### src/rtl/bcs_pkg.sv
package bcs_pkg;
    localparam int OFF_W = 3;

    typedef logic [OFF_W-1:0] off_t;

    typedef enum logic [1:0] {
        BL_BAD = 2'd0,
        BL_2   = 2'd1,
        BL_4   = 2'd2,
        BL_8   = 2'd3
    } blen_e;

    typedef enum logic {
        ORD_SEQ = 1'b0,
        ORD_XOR = 1'b1
    } order_e;
endpackage

### src/rtl/bcs_len_decode.sv
module bcs_len_decode
    import bcs_pkg::*;
(
    input  logic [1:0] code_i,
    output off_t       mask_o,
    output logic       bad_o
);
    always_comb begin
        mask_o = off_t'(1);
        bad_o  = 1'b0;
        case (blen_e'(code_i))
            BL_2:    mask_o = off_t'(1);
            BL_4:    mask_o = off_t'(3);
            BL_8:    mask_o = off_t'(7);
            default: bad_o  = 1'b1;
        endcase
    end
endmodule

### src/rtl/bcs_order_gen.sv
module bcs_order_gen
    import bcs_pkg::*;
(
    input  off_t start_off_i,
    input  off_t beat_i,
    input  off_t mask_i,
    input  logic xor_mode_i,
    output off_t off_o
);
    off_t sum_w;
    assign sum_w = start_off_i + beat_i;

    for (genvar b = 0; b < OFF_W; b++) begin : g_bit
        assign off_o[b] = mask_i[b] &
            (xor_mode_i ? (start_off_i[b] ^ beat_i[b]) : sum_w[b]);
    end
endmodule

### src/rtl/burst_col_seq.sv
module burst_col_seq
    import bcs_pkg::*;
#(
    parameter int COL_W = 10
) (
    input  logic             clk,
    input  logic             rst_n,
    input  logic             start_i,
    input  logic [COL_W-1:0] col_i,
    input  logic [1:0]       blen_i,
    input  logic             order_i,
    output logic [COL_W-1:0] col_o,
    output logic             valid_o,
    output logic             last_o,
    output logic             len_err_o
);
    localparam int HI_W = COL_W - OFF_W;

    typedef struct packed {
        logic             active;
        logic [COL_W-1:0] base;
        off_t             mask;
        off_t             beat;
        logic             xor_mode;
        logic             err;
    } state_t;

    state_t s_d, s_q;
    off_t   dec_mask_w;
    logic   dec_bad_w;
    off_t   start_off_w;
    off_t   off_w;
    logic   last_w;
    logic   accept_w;

    bcs_len_decode u_dec (
        .code_i (blen_i),
        .mask_o (dec_mask_w),
        .bad_o  (dec_bad_w)
    );

    assign start_off_w = s_q.base[OFF_W-1:0] & s_q.mask;

    bcs_order_gen u_ord (
        .start_off_i (start_off_w),
        .beat_i      (s_q.beat),
        .mask_i      (s_q.mask),
        .xor_mode_i  (s_q.xor_mode),
        .off_o       (off_w)
    );

    assign last_w   = s_q.active && (s_q.beat == s_q.mask);
    assign accept_w = start_i && (!s_q.active || last_w);

    always_comb begin
        s_d     = s_q;
        s_d.err = 1'b0;
        if (accept_w) begin
            s_d.active   = 1'b1;
            s_d.base     = col_i;
            s_d.mask     = dec_mask_w;
            s_d.beat     = '0;
            s_d.xor_mode = (order_e'(order_i) == ORD_XOR);
            s_d.err      = dec_bad_w;
        end else if (s_q.active) begin
            if (last_w) begin
                s_d.active = 1'b0;
            end else begin
                s_d.beat = s_q.beat + off_t'(1);
            end
        end
    end

    always_ff @(posedge clk or negedge rst_n) begin
        if (!rst_n) begin
            s_q <= '0;
        end else begin
            s_q <= s_d;
        end
    end

    assign col_o     = {s_q.base[COL_W-1:OFF_W],
                        (s_q.base[OFF_W-1:0] & ~s_q.mask) | off_w};
    assign valid_o   = s_q.active;
    assign last_o    = last_w;
    assign len_err_o = s_q.err;


    no_gap_chk: assert property (@(posedge clk) disable iff (!rst_n)
        valid_o && !last_o |=> valid_o);


    burst_end_chk: assert property (@(posedge clk) disable iff (!rst_n)
        last_o && !start_i |=> !valid_o);


    back_to_back_chk: assert property (@(posedge clk) disable iff (!rst_n)
        last_o && start_i |=> valid_o);


    upper_hold_chk: assert property (@(posedge clk) disable iff (!rst_n)
        valid_o && !last_o |=> $stable(col_o[COL_W-1:OFF_W]));


    ignore_start_chk: assert property (@(posedge clk) disable iff (!rst_n)
        valid_o && !last_o && start_i |=> $stable(s_q.base));


    err_pulse_chk: assert property (@(posedge clk) disable iff (!rst_n)
        len_err_o |=> !len_err_o);


    err_first_beat_chk: assert property (@(posedge clk) disable iff (!rst_n)
        len_err_o |-> valid_o && !last_o);


    last_valid_chk: assert property (@(posedge clk) disable iff (!rst_n)
        last_o |-> valid_o);

    initial begin
        assert (HI_W >= 0) else $error("column width below block offset width");
    end
endmodule

### config.mk
export PLATFORM = sky130hd
export DESIGN_NAME = burst_col_seq
export DESIGN_NICKNAME = d
export VERILOG_FILES = /design/src/rtl/bcs_pkg.sv /design/src/rtl/bcs_len_decode.sv /design/src/rtl/bcs_order_gen.sv /design/src/rtl/burst_col_seq.sv
export SDC_FILE = /design/constraint.sdc
export NUM_CORES = 1
export LEC_CHECK = 0
export CAP_MARGIN = 10
export CORE_MARGIN = 3
export CORE_UTILIZATION = 49
export CTS_BUF_LIST = sky130_fd_sc_hd__clkbuf_16
export CTS_CLUSTER_SIZE = 12
export DETAILED_ROUTE_END_ITERATION = 6
export GPL_TIMING_DRIVEN = 0
export PLACE_DENSITY = 0.86
export SLEW_MARGIN = 20
export SYNTH_ARGS = -nofsm -noshare
export SYNTH_HDL_FRONTEND = slang
export SYNTH_SLANG_ARGS = --single-unit
### constraint.sdc
create_clock -name clk -period 3.9 [get_ports clk]
set_input_delay 1.17 -clock clk [delete_from_list [all_inputs] [get_ports clk]]
set_output_delay 1.17 -clock clk [all_outputs]
set_load 0.01 [all_outputs]
==> impl_metrics.toml <==
[floorplanning]
io_pins = 29
initial_core_util_pct = 54.51
fp.dieH_um = 50.77
num_rows = 15
dieArea_um2 = 2578
core_um2 = 1802
die_x_um = 50.77

[final_layout]
seq_area_um2 = 475.5
layout-drive-gt1-share_pct = 27.18
antenna_cells = 0
multi_input_area_um2 = 439.2
nNetsFinal = 124
area_growth_pct = 39.87
num-fill-cells = 126

[route]
drt-total-wl_mm = 1.946
drtPass1Iterations = 4
drt_iter0_drc = 4
wl_per_cell_um = 15.20
routed_via_density = 5.203
vias = 666
ant_nets = 0
remaining_drc_errors = 0

[synthesis]
syn-num-nets = 91
ys_seq_elements = 19
synth_ff_type = "dfrtp_1"
synth_edf_count = 0
avgSynthCellArea_um2 = 13.83
yosysWarnings = 0
syn-cell-area_um2 = 982.2
synth_cell_types = 27
netlist_instances = 71
ys_seq_area_share_pct = 48.41
synthArstFlopShare_pct = 100.0

[hold_path]
holdPathStages = 1
hold_path.class = "flip-flop to flip-flop"
worstHoldStart = "col_o[8]"
holdPathEnd = "col_o[8]"

[setup_path]
critPathSlowestCell = "clkdlybuf4s50_1"
rr_startpoint = "s_q[4]"
regToRegEndpoint = "col_o[3]"
r2r_slack_ns = 2.04
path_cells = "and2_1 -> ha_1 -> fa_1 -> nand2b_1 -> xnor2_1 -> nand2_1 -> xnor2_1 -> clkdlybuf4s50_1"
worst_ep_arrival_time_ns = 2.49
crit_buf_inv = 1
r2r_cells = 5
endpoint_kind = "output port"
worstPathRequired_ns = 2.73
critPathMaxFanout = 4
crit_type = "flip-flop to output port"
max_stage_delay_ns = 0.58
cp_common_cell = "xnor2_1"
critPathTopFamily = "buffers and inverters"
crit_path_start_kind = "flip-flop"

[clock_tree]
path_clk_slew_ns = 0.05
clk_latency_ns = 0.25
clock_path_buffers = 2
postCtsHoldBufs = 0
cts_tree = "yes"
clock_sinks = 19
cts_max_level = 1
root_buffer = "clkbuf_16"
cts_resized = 0
cts_buffers = 3
cts_setup_buffers = 0

[sta]
post-route-period-util_pct = 93.83
fin_tns_setup_ns = 0
tightest_slew_ns = 0.8125
period_needed_ns = 3.659
final_hold_viol_count = 0
fmax_mhz = 273.3
setup_viol = 0
rsz0062_at_grt = "no"
finClkSkew_ns = 0.002081
drv_slew = 0
slew-limit-headroom_pct = 45.66

[global_routing]
grt_pass1_wl_mm = 3.243
grt_util_met3_pct = 4.748
grt.met2_usage_pct = 29.35
busiest_layer = "met2"
grt_antenna_before_repair = 0
first_global_vias = 704
grtUsageTotal_pct = 17.43
overflow = 0
grt_max_degree = 20
grt_util_met1_pct = 21.06

[power_and_ir_drop]
switching_power_uw = 425.0
combPwrFrac_pct = 54.8
p_seq_share_pct = 28.8
p_sw_share_pct = 33.15
power.density_nw_per_um2 = 933.4
power_mw = 1.282
leakage_nw = 0.6259
ir_drop_mv = 0.5502
clockPowerShare_pct = 16.3
intPower_uw = 857.3

[run]
maxCapViolations = 0

[status]
status = "finished, final reports clean"

[placed_design]
portBuffers = 28
dp_hpwl_mm = 1.393
routabilityCongestion = 0.6628
## worst max-delay path by stage
stage	startpoint	to	slack, ns	depth (start not counted)
after floorplan	s_q[5]	col_o[2]	1.16	7
after global placement	s_q[5]	col_o[2]	0.60	8
after detailed placement	s_q[5]	col_o[2]	0.58	8
after CTS	s_q[5]	col_o[2]	0.22	8
after global routing	s_q[5]	col_o[2]	0.11	8
final	s_q[5]	col_o[2]	0.24	8
## per-layer routing
| metal | wire length (um) | share of wire [%] |
|---|---|---|
| met5 | 0 | 0 |
| met4 | 29 | 1.5 |
| met3 | 108 | 5.5 |
| met2 | 998 | 51 |
| met1 | 809 | 42 |
## registers in the layout, indices dropped and copies added (netlist names)
name	count
s_q	10
col_o	7
len_err_o	1
valid_o	1
## layout by cell type (no fill, tap or decap), types with 2 or more instances in the layout
master / n
and2_1: 2
dfrtp_1: 19
clkbuf_16: 3
ha_1: 3
mux2_2: 6
mux2i_1: 3
xnor2_1: 2
nand2b_1: 2
clkdlybuf4s50_1: 28
xor2_1: 3
buf_4: 7
mux2_4: 7
## cells by family after synthesis
family / share of synthesized area (%)
adders and majority gates: 5.860
DFF: 48.41
AOI/OAI and AO/OA: 4.967
xor gates and xnor gates: 4.459
muxes: 20.64
and+or+nand+nor: 8.790
buffers and inverters: 6.878
## synth_stat cells (2+ instances only)
cell type	instances	share of area [%]
mux2_4	7	11
and2_1	2	1.3
buf_4	7	5.4
xnor2_1	2	1.8
ha_1	3	3.8
nand2b_1	2	1.3
xor2_1	3	2.7
dfrtp_1	19	48
mux2i_1	3	3.1
mux2_2	6	6.9
## stage by stage
stage,hold WS [ns],utilization [%],std cells,area (um2),setup WS [ns]
3_5_place_dp,0.4970,71.81,124,1294,0.5837
4_1_cts,0.5090,76.25,128,1374,0.2194
3_3_place_gp,0.4878,71.81,124,1294,0.5981
6_report,0.5050,76.25,128,1374,0.2406
2_1_floorplan,0.4806,-,71,982.2,1.158
5_1_grt,0.5318,76.25,128,1374,0.1059
## layout make-up
type                    instances  share of cell area (%)
clock inverters                 1                  0.3643
inverters                       1                  0.2732
multi-input cells              43                   31.97
well taps                      25                   2.277
clock buffers                   3                   5.464
flip-flops and latches         19                   34.61
plain buffers                   8                   4.645
repair buffers                 28                   20.40
## worst reg2reg max path: stages (launching register included)
cell	delay [ns]
dfrtp_1	0.43
xor2_1	0.22
o31ai_4	0.47
nand2_4	0.14
buf_6	0.19
mux2_4	0.30
## power by group through the flow
| stage | Combinational (mW) | Sequential (mW) | Clock (mW) |
|---|---|---|---|
| 2_1_floorplan | 0.456 | 0.355 | 0 |
| 3_3_place_gp | 0.674 | 0.364 | 0 |
| 3_5_place_dp | 0.698 | 0.370 | 0 |
| 4_1_cts | 0.714 | 0.371 | 0.210 |
| 5_1_grt | 0.759 | 0.385 | 0.222 |
| 6_report | 0.703 | 0.370 | 0.209 |
Note: power is estimated with default switching activity, not from simulation.
